File: src/rtl/xlate_pkg.sv
package xlate_pkg;

   typedef enum logic [2:0] {
      ST_IDLE    = 3'd0,
      ST_L1_REQ  = 3'd1,
      ST_L1_WAIT = 3'd2,
      ST_L2_REQ  = 3'd3,
      ST_L2_WAIT = 3'd4,
      ST_DONE    = 3'd5
   } walk_st_e;

   localparam logic LVL_ROOT   = 1'b0;
   localparam logic LVL_SECOND = 1'b1;

endpackage

File: src/rtl/xlate_pte_addr.sv
module xlate_pte_addr #(
   parameter int AW       = 32,
   parameter int IDX_W    = 10,
   parameter int ENT_LOG2 = 2,
   parameter bit ADD_MODE = 1'b1
) (
   input  logic [AW-1:0]    base_i,
   input  logic [IDX_W-1:0] idx_i,
   output logic [AW-1:0]    addr_o
);
   localparam int SPAN = IDX_W + ENT_LOG2;

   generate
      if (SPAN >= AW) begin : g_bad_span
         $error("xlate_pte_addr: table span exceeds address width");
      end
      if (ADD_MODE) begin : g_add
         assign addr_o = base_i + {{(AW-SPAN){1'b0}}, idx_i, {ENT_LOG2{1'b0}}};
      end else begin : g_cat
         logic unused_base_low;
         assign unused_base_low = ^base_i[SPAN-1:0];
         assign addr_o = {base_i[AW-1:SPAN], idx_i, {ENT_LOG2{1'b0}}};
      end
   endgenerate

endmodule

File: src/rtl/xlate_walk_fsm.sv
module xlate_walk_fsm
   import xlate_pkg::*;
(
   input  logic     clk,
   input  logic     rst_n,
   input  logic     req_valid,
   input  logic     mem_rd_ready,
   input  logic     mem_rsp_valid,
   input  logic     pte_present,
   input  logic     rsp_ready,
   output walk_st_e st_o
);
   walk_st_e st_q, st_d;

   always_comb begin
      st_d = st_q;
      unique case (st_q)
         ST_IDLE:    if (req_valid)     st_d = ST_L1_REQ;
         ST_L1_REQ:  if (mem_rd_ready)  st_d = ST_L1_WAIT;
         ST_L1_WAIT: if (mem_rsp_valid) st_d = pte_present ? ST_L2_REQ : ST_DONE;
         ST_L2_REQ:  if (mem_rd_ready)  st_d = ST_L2_WAIT;
         ST_L2_WAIT: if (mem_rsp_valid) st_d = ST_DONE;
         ST_DONE:    if (rsp_ready)     st_d = ST_IDLE;
         default:                       st_d = ST_IDLE;
      endcase
   end

   always_ff @(posedge clk or negedge rst_n) begin
      if (!rst_n) st_q <= ST_IDLE;
      else        st_q <= st_d;
   end

   assign st_o = st_q;

   AST_L2_ONLY_AFTER_L1: assert property (@(posedge clk) disable iff (!rst_n)
      (st_q == ST_L2_REQ) |-> ($past(st_q) == ST_L1_WAIT || $past(st_q) == ST_L2_REQ));

   AST_DONE_AFTER_DATA: assert property (@(posedge clk) disable iff (!rst_n)
      $rose(st_q == ST_DONE) |-> $past(mem_rsp_valid));

endmodule

File: src/rtl/xlate_walker.sv
module xlate_walker
   import xlate_pkg::*;
#(
   parameter int VA_W        = 32,
   parameter int PA_W        = 32,
   parameter int PTE_W       = 32,
   parameter int OFF_W       = 12,
   parameter int IDX_W       = 10,
   parameter int ENT_LOG2    = 2,
   parameter int PRESENT_BIT = 0,
   parameter bit ADD_MODE    = 1'b1
) (
   input  logic             clk,
   input  logic             rst_n,
   input  logic             req_valid,
   output logic             req_ready,
   input  logic [VA_W-1:0]  req_vaddr,
   input  logic [PA_W-1:0]  root_base,
   output logic             rsp_valid,
   input  logic             rsp_ready,
   output logic [PA_W-1:0]  rsp_paddr,
   output logic             rsp_fault,
   output logic             rsp_fault_lvl,
   output logic             mem_rd_valid,
   input  logic             mem_rd_ready,
   output logic [PA_W-1:0]  mem_rd_addr,
   input  logic             mem_rsp_valid,
   input  logic [PTE_W-1:0] mem_rsp_data
);
   localparam int L2_LSB  = OFF_W;
   localparam int L1_LSB  = OFF_W + IDX_W;
   localparam int FRAME_W = PA_W - OFF_W;

   generate
      if (VA_W != 2*IDX_W + OFF_W) begin : g_bad_split
         $error("xlate_walker: address split does not cover VA_W");
      end
      if (OFF_W != IDX_W + ENT_LOG2) begin : g_bad_page
         $error("xlate_walker: a table must fill exactly one page");
      end
      if (PTE_W < PA_W || PRESENT_BIT >= OFF_W) begin : g_bad_pte
         $error("xlate_walker: entry layout does not fit");
      end
   endgenerate

   walk_st_e         st;
   logic [VA_W-1:0]  vaddr_q;
   logic [PA_W-1:0]  base_q;
   logic [PA_W-1:0]  paddr_q;
   logic             fault_q;
   logic             lvl_q;
   logic             pte_present;
   logic [FRAME_W-1:0] pte_frame;
   logic [IDX_W-1:0] idx_sel;
   logic             accept;

   logic unused_pte_bits;
   assign unused_pte_bits = ^mem_rsp_data;

   assign pte_present = mem_rsp_data[PRESENT_BIT];
   assign pte_frame   = mem_rsp_data[PA_W-1:OFF_W];
   assign accept      = (st == ST_IDLE) && req_valid;

   xlate_walk_fsm u_fsm (
      .clk           (clk),
      .rst_n         (rst_n),
      .req_valid     (req_valid),
      .mem_rd_ready  (mem_rd_ready),
      .mem_rsp_valid (mem_rsp_valid),
      .pte_present   (pte_present),
      .rsp_ready     (rsp_ready),
      .st_o          (st)
   );

   assign idx_sel = (st == ST_L1_REQ) ? vaddr_q[L1_LSB +: IDX_W]
                                      : vaddr_q[L2_LSB +: IDX_W];

   xlate_pte_addr #(
      .AW       (PA_W),
      .IDX_W    (IDX_W),
      .ENT_LOG2 (ENT_LOG2),
      .ADD_MODE (ADD_MODE)
   ) u_addr (
      .base_i (base_q),
      .idx_i  (idx_sel),
      .addr_o (mem_rd_addr)
   );

   always_ff @(posedge clk or negedge rst_n) begin
      if (!rst_n) begin
         vaddr_q <= '0;
         base_q  <= '0;
         paddr_q <= '0;
         fault_q <= 1'b0;
         lvl_q   <= LVL_ROOT;
      end else if (accept) begin
         vaddr_q <= req_vaddr;
         base_q  <= root_base;
         paddr_q <= '0;
         fault_q <= 1'b0;
         lvl_q   <= LVL_ROOT;
      end else if (mem_rsp_valid && st == ST_L1_WAIT) begin
         if (pte_present) base_q <= {pte_frame, {OFF_W{1'b0}}};
         else             fault_q <= 1'b1;
      end else if (mem_rsp_valid && st == ST_L2_WAIT) begin
         lvl_q <= LVL_SECOND;
         if (pte_present) paddr_q <= {pte_frame, vaddr_q[OFF_W-1:0]};
         else             fault_q <= 1'b1;
      end
   end

   assign req_ready     = (st == ST_IDLE);
   assign mem_rd_valid  = (st == ST_L1_REQ) || (st == ST_L2_REQ);
   assign rsp_valid     = (st == ST_DONE);
   assign rsp_paddr     = paddr_q;
   assign rsp_fault     = fault_q;
   assign rsp_fault_lvl = lvl_q;

   AST_RSP_HOLD: assert property (@(posedge clk) disable iff (!rst_n)
      (rsp_valid && !rsp_ready) |=> (rsp_valid && $stable(rsp_paddr)
                                     && $stable(rsp_fault) && $stable(rsp_fault_lvl)));

   AST_MEM_HOLD: assert property (@(posedge clk) disable iff (!rst_n)
      (mem_rd_valid && !mem_rd_ready) |=> (mem_rd_valid && $stable(mem_rd_addr)));

   AST_VADDR_FROZEN: assert property (@(posedge clk) disable iff (!rst_n)
      (!req_ready && $past(!req_ready)) |-> $stable(vaddr_q));

   AST_OFFSET_PASS: assert property (@(posedge clk) disable iff (!rst_n)
      (rsp_valid && !rsp_fault) |-> (rsp_paddr[OFF_W-1:0] == vaddr_q[OFF_W-1:0]));

   AST_FAULT_ZERO_PADDR: assert property (@(posedge clk) disable iff (!rst_n)
      (rsp_valid && rsp_fault) |-> (rsp_paddr == '0));

endmodule

File: config.mk
export PLATFORM = sky130hd
export DESIGN_NAME = xlate_walker
export DESIGN_NICKNAME = d
export VERILOG_FILES = /design/src/rtl/xlate_pkg.sv /design/src/rtl/xlate_pte_addr.sv /design/src/rtl/xlate_walk_fsm.sv /design/src/rtl/xlate_walker.sv
export SDC_FILE = /design/constraint.sdc
export NUM_CORES = 1
export LEC_CHECK = 0
export BUFFER_PORTS_ARGS = -buffer_cell sky130_fd_sc_hd__buf_2
export CORE_MARGIN = 2
export CORE_UTILIZATION = 35
export DETAILED_ROUTE_END_ITERATION = 8
export HOLD_SLACK_MARGIN = 0.1
export SLEW_MARGIN = 15
export SYNTH_ARGS = -nofsm -noshare
export SYNTH_HDL_FRONTEND = slang
export SYNTH_SLANG_ARGS = --single-unit
File: constraint.sdc
create_clock -name clk -period 5.35 [get_ports clk]
set_input_delay 1.605 -clock clk [delete_from_list [all_inputs] [get_ports clk]]
set_output_delay 1.605 -clock clk [all_outputs]
set_load 0.03 [all_outputs]
# [Word-level counts from Yosys, hierarchy flattened]
# Index checks and enable logic that the tools add are counted.
[totals] register_bits=101 latchBits=0 ramBits=0 mem_bits_ro=0 input_bits=102 out_inout_bits=69 elab_cells=55 mem_count=0
[classes] add_sub_neg=1 n_mul=0 div=0 magnitude_cmp=0 eq_ne=12 n_shift=0 muxes=23 n_bitwise=0 reduce_logical=13
[op_table] cell="$mux W32" n=7
[op_table] cell="$add A32 B12 Y32" n=1
[op_table] cell="$mux W3" n=7
[op_table] cell="$pmux W3 S6" n=1
[op_table] cell="$ne A2 B2 Y1 const B" n=6
[op_table] cell="$mux W10" n=1
[op_table] cell="$mux W1" n=7
[op_table] cell="$eq A3 B2 Y1 const B" n=2
[op_table] cell="$eq A3 B3 Y1 const B" n=2
[op_table] cell="$reduce_and A6 Y1" n=1
[op_table] cell="$reduce_bool A2 Y1" n=3
[op_table] cell="$reduce_and A2 Y1" n=2
[op_table] cell="$eq A3 B1 Y1 const B" n=1
[op_table] cell="$logic_and A1 B1 Y1" n=3
[op_table] cell="$logic_not A3 Y1" n=1
[op_table] cell="$reduce_and A3 Y1" n=1
[op_table] cell="$reduce_bool A3 Y1" n=1
[op_table] cell="$ne A2 B1 Y1 const B" n=1
[op_table] cell="$logic_or A1 B1 Y1" n=1

# [Longest topological paths before layout]
# Gate-level depths: netlist of the first run.
[logic_depth] word_depth=5 depth_mapped=12 ltp_nobuf=10

# [Cells and area by module]
# From an unflattened synthesis of the first run, not the netlist that was laid out.
[unflattened] cells_unflattened=438 hier_area_um2=5356.4
[by_module_without_submodules] mod="xlate_walker" n_inst=1 cells_per_inst=296 area_per_inst_um2=4260.3 seq_area_each_um2=2452.4
[by_module_without_submodules] mod="xlate_pte_addr" n_inst=1 cells_per_inst=121 area_per_inst_um2=879.6 seq_area_each_um2=0.0
[by_module_without_submodules] mod="xlate_walk_fsm" n_inst=1 cells_per_inst=21 area_per_inst_um2=216.5 seq_area_each_um2=75.1

# [Least setup slack after synthesis of the first run]
# Ideal clock, no wire load.
[synth_path] kind="flip-flop to output port" start="register u_fsm.st_q[2], in the netlist u_fsm.st_o[2]" end="output mem_rd_addr[26]" arrival_time_ns=3.541 t_required_ns=3.745 slack_ns=0.204 stages_incl_launch_ff=12 path_buffers=2 cell_sequence="dfrtp_1 -> clkbuf_1 -> nor3b_1 -> buf_1 -> mux2_2 -> ha_1 -> fa_1 -> a211o_1 -> a21o_1 -> a211oi_2 -> nor3_1 -> xor2_1"
[synth_between] elab_chain_cells=3
[synth_lines] element="start, declared" line="xlate_walk_fsm.sv:13" source="walk_st_e st_q, st_d;"
[synth_lines] element="start signal, assigned" line="xlate_walk_fsm.sv:30" source="else st_q <= st_d;"
[synth_lines] element="$eq A3 B1 Y1" line="xlate_walker.sv:75" source="assign idx_sel = (st == ST_L1_REQ) ? vaddr_q[L1_LSB +: IDX_W]"
[synth_lines] element="$mux W10" line="xlate_walker.sv:75"
[synth_lines] element="$add A32 B12 Y32" line="xlate_pte_addr.sv:18" source="assign addr_o = base_i + {{(AW-SPAN){1'b0}}, idx_i, {ENT_LOG2{1'b0}}};"
[synth_lines] element="end, declared" line="xlate_walker.sv:26" source="output logic [PA_W-1:0] mem_rd_addr,"
# No other way between the ends.

# [Final worst setup path of the first run]
[layout_path] start="register u_fsm.st_q[2], in the netlist u_fsm.st_o[2]" end="output mem_rd_addr[24]"
# Same word-level chain as after synthesis.

==> results of run 1 <==
[final cells by class]
type	count	area share (%)
Clock buffer	13	4.14
Multi-Input combinational cell	413	36.9
Sequential cell	101	40.2
Timing Repair Buffer	171	14.4
Tap cell	180	3.58
Inverter	2	0.119
Clock inverter	3	0.697
[worst min path at each step]
stage,from,end,slack (ns),cells past startpoint
2_1_floorplan,vaddr_q[0],vaddr_q[0],0.43,2
3_3_place_gp,vaddr_q[5],vaddr_q[5],0.44,2
3_5_place_dp,vaddr_q[11],vaddr_q[11],0.44,2
4_1_cts,vaddr_q[11],vaddr_q[11],0.46,2
5_1_grt,vaddr_q[11],vaddr_q[11],0.49,2
6_report,vaddr_q[11],vaddr_q[11],0.46,2
[state kept, by name, summed over array words and instances, names as in the netlist]
name and cells:
base_q 32, vaddr_q 32, rsp_paddr 32, u_fsm.st_o 3, rsp_fault 1, rsp_fault_lvl 1
[power groups by stage]
| stage | combinational, W | sequential [W] | clock [W] |
|---|---|---|---|
| 5_1_grt | 0.00286 | 0.00137 | 0.000718 |
| 2_1_floorplan | 0.00167 | 0.00150 | 0 |
| 4_1_cts | 0.00256 | 0.00133 | 0.000689 |
| 3_3_place_gp | 0.00251 | 0.00132 | 0 |
| 3_5_place_dp | 0.00254 | 0.00134 | 0 |
| 6_report | 0.00260 | 0.00133 | 0.000672 |
[through the flow]
stage / instances / hold WS, ns / setup slack (ns)
finish: 883 / 0.456 / 0.233
global route: 883 / 0.485 / 0.0715
CTS: 879 / 0.460 / 0.0251
detailed placement: 863 / 0.444 / 0.416
global placement: 863 / 0.441 / 0.404
floorplan: 547 / 0.427 / 0.204
[placed cells by master, fill, tap and decap left out, types with 3 or more instances in the layout]
cell type                   count
sky130_fd_sc_hd__buf_4         17
sky130_fd_sc_hd__o21ai_0       39
sky130_fd_sc_hd__nand2_1      184
sky130_fd_sc_hd__nor2_1        19
sky130_fd_sc_hd__a21o_1        25
sky130_fd_sc_hd__and3_1         3
sky130_fd_sc_hd__nor2b_1        3
sky130_fd_sc_hd__ha_1           9
sky130_fd_sc_hd__clkbuf_16      9
sky130_fd_sc_hd__xnor2_1       11
sky130_fd_sc_hd__nor3_1         4
sky130_fd_sc_hd__nand3_1        8
sky130_fd_sc_hd__a31oi_1        3
sky130_fd_sc_hd__buf_2        152
sky130_fd_sc_hd__mux2_2        10
sky130_fd_sc_hd__a22o_1        12
sky130_fd_sc_hd__xor2_1        15
sky130_fd_sc_hd__dfrtp_1      101
sky130_fd_sc_hd__a21oi_1       31
[per-layer routing]
metal  up-vias  GRT usage (%)  wire length, um
met2       124           29.1             6080
li1       2139              -                -
met3        18           3.69              867
met1      2020           22.9             5770
met5         -              0                0
met4         0           6.97              243
[cells by family after synthesis]
group / count (synthesis) / share of synthesized area, %
AOI/OAI and AO/OA: 125 / 15.9
muxes: 10 / 2.27
buffers and inverters: 33 / 2.73
DFF: 101 / 51.0
xor gates and xnor gates: 26 / 4.60
adders and majority gates: 11 / 2.93
and+or+nand+nor: 241 / 20.5
[repair_timing]
| action | CTS | global route |
|---|---|---|
| endpoints found under the setup margin | 0 | 15 |
| gates resized for setup | 0 | 16 |
| hold buffers | 0 | 0 |
| buffers inserted | 0 | 4 |
[critical path, stage by stage, from the launching register on]
cell and delay, ns:
sky130_fd_sc_hd__dfrtp_1 0.39, sky130_fd_sc_hd__nor3b_2 0.17, sky130_fd_sc_hd__buf_4 0.17, sky130_fd_sc_hd__mux2_2 0.34
sky130_fd_sc_hd__ha_1 0.22, sky130_fd_sc_hd__fa_2 0.38, sky130_fd_sc_hd__a211o_1 0.34, sky130_fd_sc_hd__a21o_1 0.20
sky130_fd_sc_hd__a211oi_2 0.19, sky130_fd_sc_hd__buf_4 0.18, sky130_fd_sc_hd__nor2_1 0.09, sky130_fd_sc_hd__nand3_1 0.12
sky130_fd_sc_hd__xnor2_1 0.16, sky130_fd_sc_hd__buf_4 0.21
==> out/metrics.sh, run 1 <==
RUN_STATUS='completed'
POST_SYNTH.CELL_AREA_AVG_UM2=9.05
MAPPEDNETLISTAREA_UM2=4950
PORT-BUFFER-COUNT=159
YOSYS-TOP-CELLS-COUNT='186 x sky130_fd_sc_hd__nand2_1, 101 x sky130_fd_sc_hd__dfrtp_1, 39 x sky130_fd_sc_hd__o21ai_0'
DETAIL_ROUTE.WL_PER_CELL_UM=14.7
CRIT_PATH_KIND='reg -> out'
NUMBER_OF_GLOBAL_ROUTE_VIAS_BEFORE_REPAIR=4248
CTS.CLK_SLEW.WORST_PATHS_NS=0.07
R2R_START='u_fsm.st_o[2]'
DIE_H_UM=123
GLOBAL_ROUTE.OVERFLOW_TOTAL=0
NUM_ANTENNA_CELLS=0
SYNTH_CELLS=547
MAX_CLOCK_FREQ_GHz=0.195
WORST_EP_ARRIVAL_TIME_NS=3.51
MAXCAPVIOLCOUNT=0
SEQ_POWER_SHARE_PCT=28.9
POWER.SHARE.CLOCK_PCT=14.6
NUM_VIAS=4301
WL_UM=13000
LAYOUT.FILLER_CELLS=1336
GP_ROUTABILITY_CONGESTION=0.852
SYNTH_LARGEST_AREA_CELL='sky130_fd_sc_hd__dfrtp_1'
YOSYS.CELL_COUNT.TOP_TYPE='sky130_fd_sc_hd__nand2_1'
YOSYS_REGISTER_BITS=101
GRT_PASS1_WL_UM=20900
WORSTSETUPSTARTPOINTTYPE='register'
TIMING.CLOCK.SKEW_NS=0.00402
POWER_TOTAL_W=0.00460
CTS_MAX_PATH_BUFFERS=2
SYN_TO_FINAL_GROWTH_PCT=27.0
HOLD_CRIT_CLASS='reg -> reg'
GRT_MAX_DEGREE=67
GRT_USAGE_PCT=17.7
DR.PASS1.ITERS=4
DRIVE_ABOVE_1_SHARE_PCT=30.0
RELSLEWSLACK_PCT=32.2
SETUP_VIOL=0
WORST_IR_DROP_VDD_mV=0.539
DRC=0
IO_PINS=171
VIA_PER_INST=4.87
FINAL-HOLD-VIOLATION-COUNT=0
DPL-INSTANCE-AREA_UM2=5910
NUMBER_OF_FLOPS_MAPPED_TO_ENABLE_CELLS_BY_YOSYS=0
H_TREE_LEVEL_COUNT=3
ROWS=43
CRITPATHCAPTURETYPE='output port'
P_SW_W=0.00221
WORSTREG2REGEND='base_q[24]'
INITIAL_UTILIZATION_PCT=35.8
DIE_W_UM=123
GRT_ANTENNA_BEFORE_REPAIR=0
CTS.SINK_COUNT=101
POWER.COMBINATIONAL.FRACTION_PCT=56.5
SEQCELLAREA_UM2=2530
CELLS_TAKING_THE_MOST_AREA_AFTER_SYNTHESIS='sky130_fd_sc_hd__dfrtp_1 51%, sky130_fd_sc_hd__nand2_1 14%, sky130_fd_sc_hd__o21ai_0 3.9%, sky130_fd_sc_hd__a21o_1 3.8%, sky130_fd_sc_hd__a21oi_1 3.2%'
P_INT_W=0.00239
INITIALDRTVIOLATIONCOUNT=308
SYNTH_LARGEST_TYPE_AREA_FRACTION_PCT=51.0
FINAL_SLEW_VIOL_COUNT=0
CORE_UM2=13800
YS_SEQ_AREA_SHARE_PCT=51.0
WORSTMARGINPINSLEW_NS=1.02
RSZ0062_AT_GRT='no'
REG2REG_SLACK_NS=2.90
POWER_LEAKAGE_nW=3.39
STARTPOINT='u_fsm.st_o[2]'
SETUP_TOTAL_NEGATIVE_SLACK_NS=0
POSTSYNTHNETCOUNT=660
FINAL.PERIOD_UTILIZATION_PCT=95.6
POWER.DENSITY_CELL_AREA_nW_PER_UM2=731
YS_TYPES=47
FIN_UTIL_PCT=45.5
SYNTHARSTFLOPSHARE_PCT=100
MULTI_INPUT_AREA_UM2=2320
REQ_TIME_CRIT_PATH_NS=3.74
DIE_AREA_UM2=15100
CTS-BUFFERS-INSERTED=9
WORST_REG_TO_REG_CELLS=7
DP.FINAL_HPWL_UM=9280
YOSYS_WARNINGS=0
WORST_SETUP_PATH_ENDPOINT='mem_rd_addr[24]'
WORST_SKEW_PAIR.LATE_LATENCY_NS=0.35
SYNTHFLOPTYPE='sky130_fd_sc_hd__dfrtp_1'
LAYOUT.NETS=811
ROOT_BUFFER='sky130_fd_sc_hd__clkbuf_16'
CTS_TREE='yes'
FINAL_ANTENNA_NET_COUNT=0
FIN_AREA_UM2=6290
POWER.SHARE.SWITCHING_PCT=48.0
WORSTPATHMAXFANOUT=6
FINAL.MIN_CLOCK_PERIOD_NS=5.12
No activity file was read; power rests on OpenSTA's default activity.
==> run 2, diff against run 1 <==
CTS_BUF_LIST = sky130_fd_sc_hd__clkbuf_2 sky130_fd_sc_hd__clkbuf_4 sky130_fd_sc_hd__clkbuf_8   (was default)
==> out/metrics.sh, run 2 (synthesis gave the netlist of run 1 again) <==
RUN_STATUS='completed'
GRT_MAX_DEGREE=67
HOLD_END='vaddr_q[5]'
WORSTPATHMAXFANOUT=7
IO_PINS=171
SEQ_POWER_SHARE_PCT=30.0
MULTI_INPUT_AREA_UM2=2320
CRIT_PATH_KIND='reg -> out'
GLOBAL_ROUTE.OVERFLOW_TOTAL=0
RELSLEWSLACK_PCT=32.5
GRT_ANTENNA_BEFORE_REPAIR=0
WORST_EP_ARRIVAL_TIME_NS=3.51
LAYOUT_COMMONEST_CELL='sky130_fd_sc_hd__nand2_1'
PORT-BUFFER-COUNT=159
R2R_START='u_fsm.st_o[2]'
MAX_CLOCK_FREQ_GHz=0.195
INITIAL_UTILIZATION_PCT=35.8
H_TREE_LEVEL_COUNT=3
WL_UM=12900
REQ_TIME_CRIT_PATH_NS=3.74
WORST_REG_TO_REG_CELLS=7
REG2REG_SLACK_NS=2.90
GRT_USAGE_PCT=17.7
WORSTREG2REGEND='base_q[24]'
SEQCELLAREA_UM2=2530
CORE_UM2=13800
DIE_W_UM=123
GRT_PASS1_WL_UM=20900
FIN_AREA_UM2=6200
DRC=0
SETUP_TOTAL_NEGATIVE_SLACK_NS=0
POWER.DENSITY_CELL_AREA_nW_PER_UM2=715
HOLD_CRIT_CLASS='reg -> reg'
CP_TOP_FAMILY='simple AND/OR/NAND/NOR gates'
FINAL_SLEW_VIOL_COUNT=0
ROWS=43
WORST_IR_DROP_VDD_mV=0.476
CTS-BUFFERS-INSERTED=9
NUM_ANTENNA_CELLS=0
WORSTSETUPSTARTPOINTTYPE='register'
TOP_LIBRARY_CELLS_BY_USAGE_IN_THE_LAYOUT_FILL_AND_TAPS_ASIDE='184 x sky130_fd_sc_hd__nand2_1, 152 x sky130_fd_sc_hd__buf_2, 101 x sky130_fd_sc_hd__dfrtp_1'
SETUP_VIOL=0
HOLD_PATH_DEPTH=2
DR.PASS1.ITERS=4
CRITPATHCAPTURETYPE='output port'
DPL-INSTANCE-AREA_UM2=5910
DETAIL_ROUTE.WL_PER_CELL_UM=14.6
ROOT_BUFFER='sky130_fd_sc_hd__clkbuf_8'
DRIVE_ABOVE_1_SHARE_PCT=30.3
NUM_VIAS=4304
MAXCAPVIOLCOUNT=0
SUM_OF_BUFFERS_AND_INVERTERS_ON_THE_CRITICAL_PATH=3
FINAL_ANTENNA_NET_COUNT=0
LAYOUT.FILLER_CELLS=1350
WORST_SKEW_PAIR.LATE_LATENCY_NS=0.37
INITIALDRTVIOLATIONCOUNT=288
POWER_LEAKAGE_nW=3.35
DIE_H_UM=123
POWER.SHARE.CLOCK_PCT=11.6
FINAL.PERIOD_UTILIZATION_PCT=95.7
VIA_PER_INST=4.87
DP.FINAL_HPWL_UM=9280
CTS.SINK_COUNT=101
SYN_TO_FINAL_GROWTH_PCT=25.1
LAYOUT.NETS=811
WORSTPATHCELLLIST='nor3b_2 -> buf_4 -> buf_4 -> mux2_2 -> ha_2 -> nand2_1 -> nor3b_1 -> o21ai_1 -> o21ai_4 -> or4_1 -> xnor2_2 -> buf_4'
GP_ROUTABILITY_CONGESTION=0.852
CRIT_PATH_FREQUENT_CELL='sky130_fd_sc_hd__buf_4'
FINAL.MIN_CLOCK_PERIOD_NS=5.12
POWER.COMBINATIONAL.FRACTION_PCT=58.4
P_INT_W=0.00225
DIE_AREA_UM2=15100
HOLDCRITSTARTPOINT='vaddr_q[5]'
P_SW_W=0.00218
NUMBER_OF_GLOBAL_ROUTE_VIAS_BEFORE_REPAIR=4262
MAX_STAGE_DELAY_NS=0.59
CTS.CLK_SLEW.WORST_PATHS_NS=0.09
FINAL-HOLD-VIOLATION-COUNT=0
RSZ0062_AT_GRT='no'
CRITICAL_PATH.SLOWEST_CELL='sky130_fd_sc_hd__or4_1'
WORSTMARGINPINSLEW_NS=1.01
POWER.SHARE.SWITCHING_PCT=49.1
CTS_TREE='yes'
TIMING.CLOCK.SKEW_NS=0.00638
CTS_MAX_PATH_BUFFERS=2
-- run 2: cell types whose count changed in the layout (fill, tap and decap cells not counted) --
cell | previous run | this run
sky130_fd_sc_hd__clkbuf_16 | 9 | 0
sky130_fd_sc_hd__xnor2_1 | 11 | 10
sky130_fd_sc_hd__xnor2_2 | 0 | 1
sky130_fd_sc_hd__clkbuf_8 | 2 | 11
sky130_fd_sc_hd__a21oi_2 | 1 | 0
sky130_fd_sc_hd__clkbuf_1 | 2 | 0
sky130_fd_sc_hd__a21oi_1 | 31 | 32
sky130_fd_sc_hd__clkbuf_4 | 2 | 4
-- run 2: cell type report --
cell class | count | share of cell area, %
repair buffers | 171 | 14.6
well taps | 180 | 3.63
clock inverters | 3 | 0.707
flip-flops and latches | 101 | 40.8
multi-input cells | 413 | 37.5
inverters | 2 | 0.121
clock buffers | 13 | 2.69
-- run 2: worst min-delay path: stages (launching register included) --
cell and delay, ns:
sky130_fd_sc_hd__dfrtp_1 0.33, sky130_fd_sc_hd__nand2_1 0.05, sky130_fd_sc_hd__nand2_1 0.05
-- run 2: repair_timing --
action | in CTS | in global routing
gates resized for setup | 1 | 14
endpoints found under the hold margin | 0 | 0
pin swaps | 0 | 1
hold buffers | 0 | 0
endpoints found under the setup margin | 2 | 13
setup buffers | 2 | 2
-- run 2: how the worst max path moves through the flow --
stage               cells after the start           from              end
floorplan                              11  u_fsm.st_o[2]  mem_rd_addr[26]
global placement                       13  u_fsm.st_o[2]  mem_rd_addr[24]
detailed placement                     13  u_fsm.st_o[2]  mem_rd_addr[24]
CTS                                    13  u_fsm.st_o[2]  mem_rd_addr[22]
global route                           13  u_fsm.st_o[2]  mem_rd_addr[22]
finish                                 12  u_fsm.st_o[2]  mem_rd_addr[31]
-- run 2: power groups by stage --
stage | Sequential (W) | Combinational, W | Clock (W)
final | 0.00133 | 0.00259 | 0.000514
after detailed placement | 0.00134 | 0.00254 | 0
after global routing | 0.00137 | 0.00285 | 0.000564
after global placement | 0.00132 | 0.00251 | 0
after floorplan | 0.00150 | 0.00167 | 0
after CTS | 0.00133 | 0.00257 | 0.000534
-- run 2: per-stage QoR --
step | util, % | power [W] | instances | hold slack (ns) | worst slack [ns]
2_1_floorplan | - | 0.00316 | 547 | 0.427 | 0.204
3_3_place_gp | 42.8 | 0.00383 | 863 | 0.441 | 0.404
3_5_place_dp | 42.8 | 0.00388 | 863 | 0.444 | 0.416
4_1_cts | 44.4 | 0.00443 | 881 | 0.467 | 0.0660
5_1_grt | 44.8 | 0.00479 | 883 | 0.493 | 0.0472
6_report | 44.8 | 0.00443 | 883 | 0.463 | 0.232
-- run 2: metal layers --
| layer | vias to the layer above | wire, um | GRT usage (%) | share of wire (%) |
|---|---|---|---|---|
| li1 | 2135 | - | - | - |
| met3 | 13 | 889 | 3.83 | 6.9 |
| met2 | 131 | 6100 | 29.1 | 47 |
| met5 | - | 0 | 0 | 0 |
| met4 | 0 | 199 | 6.47 | 1.5 |
| met1 | 2025 | 5720 | 23.0 | 44 |
==> run 3, diff against run 2 <==
CORE_UTILIZATION = 50   (was 35)
PLACE_DENSITY = 0.8   (was default)
==> out/metrics.sh, run 3 (synthesis gave the netlist of run 1 again) <==
LAYOUT_COMMONEST_CELL='sky130_fd_sc_hd__nand2_1'
WORSTREG2REGEND='base_q[28]'
LAYOUT.NETS=809
FINAL.SETUP.WORST_SLACK_NS=0.163
GRT_USAGE_PCT=23.0
GP_ROUTABILITY_CONGESTION=0.902
SYN_TO_FINAL_GROWTH_PCT=23.2
SETUP_TOTAL_NEGATIVE_SLACK_NS=0
CTS_TREE='yes'
FINAL-HOLD-VIOLATION-COUNT=0
DRIVE_ABOVE_1_SHARE_PCT=29.7
REQ_TIME_CRIT_PATH_NS=3.74
PORT-BUFFER-COUNT=159
GRT_MAX_DEGREE=65
WORST_EP_ARRIVAL_TIME_NS=3.58
INITIAL_UTILIZATION_PCT=51.1
RUN_STATUS='completed'
WL_UM=12200
HOLD_END='vaddr_q[2]'
IO_PINS=171
WORSTPATHMAXFANOUT=9
NUM_ANTENNA_CELLS=0
CRIT_PATH_KIND='reg -> out'
MULTI_INPUT_AREA_UM2=2330
NUM_VIAS=4356
CTS-HOLD-FIX-BUFFERS=0
POWER.DENSITY_CELL_AREA_nW_PER_UM2=720
ROWS=36
TIMING.CLOCK.SKEW_NS=0.00469
H_TREE_LEVEL_COUNT=3
GLOBAL_ROUTE.OVERFLOW_TOTAL=0
DRC=0
DP.FINAL_HPWL_UM=8730
DIE_W_UM=104
DETAIL_ROUTE.WL_PER_CELL_UM=14.6
DETAILEDPLACE.WORSTSLACK_NS=0.264
CTS_MAX_PATH_BUFFERS=2
POWER_LEAKAGE_nW=3.33
FINAL_ANTENNA_NET_COUNT=0
RELSLEWSLACK_PCT=32.8
WORSTSETUPSTARTPOINTTYPE='register'
FINAL.PERIOD_UTILIZATION_PCT=97.0
LAYOUT.FILLER_CELLS=830
SEQCELLAREA_UM2=2530
CTS.CLK_SLEW.WORST_PATHS_NS=0.09
ROOT_BUFFER='sky130_fd_sc_hd__clkbuf_8'
DIE_H_UM=104
WORST_SKEW_PAIR.LATE_LATENCY_NS=0.36
NUMBER_OF_GLOBAL_ROUTE_VIAS_BEFORE_REPAIR=4332
INITIALDRTVIOLATIONCOUNT=170
TOP_LIBRARY_CELLS_BY_USAGE_IN_THE_LAYOUT_FILL_AND_TAPS_ASIDE='184 x sky130_fd_sc_hd__nand2_1, 157 x sky130_fd_sc_hd__buf_2, 101 x sky130_fd_sc_hd__dfrtp_1'
GRT_ANTENNA_BEFORE_REPAIR=0
HOLD_PATH_DEPTH=2
GRT_PASS1_WL_UM=20200
WORST_REG_TO_REG_CELLS=7
HOLDCRITSTARTPOINT='vaddr_q[2]'
HOLD_CRIT_CLASS='reg -> reg'
CORE_UM2=9680
WORSTMARGINPINSLEW_NS=1.00
FINAL_SLEW_VIOL_COUNT=0
DPL-INSTANCE-AREA_UM2=5850
MAX_CLOCK_FREQ_GHz=0.193
CRITPATHCAPTURETYPE='output port'
FINAL.MIN_CLOCK_PERIOD_NS=5.19
SETUP_VIOL=0
CTS.SINK_COUNT=101
MAXCAPVIOLCOUNT=0
STARTPOINT='u_fsm.st_o[2]'
CTS-BUFFERS-INSERTED=9
R2R_START='u_fsm.st_o[2]'
WORST_IR_DROP_VDD_mV=0.435
DIE_AREA_UM2=10700
DR.PASS1.ITERS=6
POST-PLACE-CELLS=815
REG2REG_SLACK_NS=2.69
VIA_PER_INST=5.23
FIN_AREA_UM2=6100
FINAL_CELL_COUNT_NO_FILL=833
run 3: repair_timing:
action | CTS | global route
endpoints found under the hold margin | 0 | 0
endpoints found under the setup margin | 5 | 13
gates resized for setup | 2 | 7
pin swaps | 1 | 3
setup buffers | 0 | 3
run 3: layout make-up:
cell class | count | share of cell area [%]
repair buffers | 169 | 14.4
inverters | 2 | 0.123
flip-flops and latches | 101 | 41.4
multi-input cells | 413 | 38.2
well taps | 133 | 2.73
clock buffers | 9 | 2.03
clock inverters | 6 | 1.05
run 3: where the power goes:
group / internal, W / switching [W] / total (W)
logic: 0.000886 / 0.00170 / 0.00259
registers: 0.00110 / 0.000229 / 0.00133
clock network: 0.000214 / 0.000261 / 0.000475
run 3: how the worst max path moves through the flow:
stage	end	slack, ns	cells past startpoint
floorplan	mem_rd_addr[26]	0.20	11
global placement	mem_rd_addr[18]	0.29	11
detailed placement	mem_rd_addr[18]	0.26	11
CTS	mem_rd_addr[18]	0.04	11
global route	mem_rd_addr[18]	-0.008	11
finish	mem_rd_addr[18]	0.16	11
run 3: worst max-delay path: stages, from the launching register on:
cell	delay, ns
sky130_fd_sc_hd__dfrtp_1	0.42
sky130_fd_sc_hd__nor3b_4	0.27
sky130_fd_sc_hd__buf_6	0.19
sky130_fd_sc_hd__mux2_2	0.37
sky130_fd_sc_hd__fa_1	0.45
sky130_fd_sc_hd__a211o_1	0.35
sky130_fd_sc_hd__a21o_1	0.21
sky130_fd_sc_hd__a211oi_4	0.30
sky130_fd_sc_hd__nor2_1	0.16
sky130_fd_sc_hd__nand2_1	0.11
sky130_fd_sc_hd__xnor2_1	0.14
sky130_fd_sc_hd__buf_2	0.24
run 3: through the flow:
stage / hold slack (ns) / total power, W / util [%]
3_5_place_dp: 0.445 / 0.00385 / 60.4
3_3_place_gp: 0.440 / 0.00377 / 60.4
5_1_grt: 0.495 / 0.00470 / 63.0
2_1_floorplan: 0.427 / 0.00316 / -
6_report: 0.463 / 0.00439 / 63.0
4_1_cts: 0.466 / 0.00435 / 62.5
run 3: layer usage:
layer | GRT usage [%] | routed length (um) | up-vias
met2 | 39.3 | 5880 | 140
met1 | 29.9 | 5420 | 2067
li1 | - | - | 2133
met5 | 0 | 0 | -
met3 | 4.09 | 664 | 16
met4 | 7.63 | 192 | 0
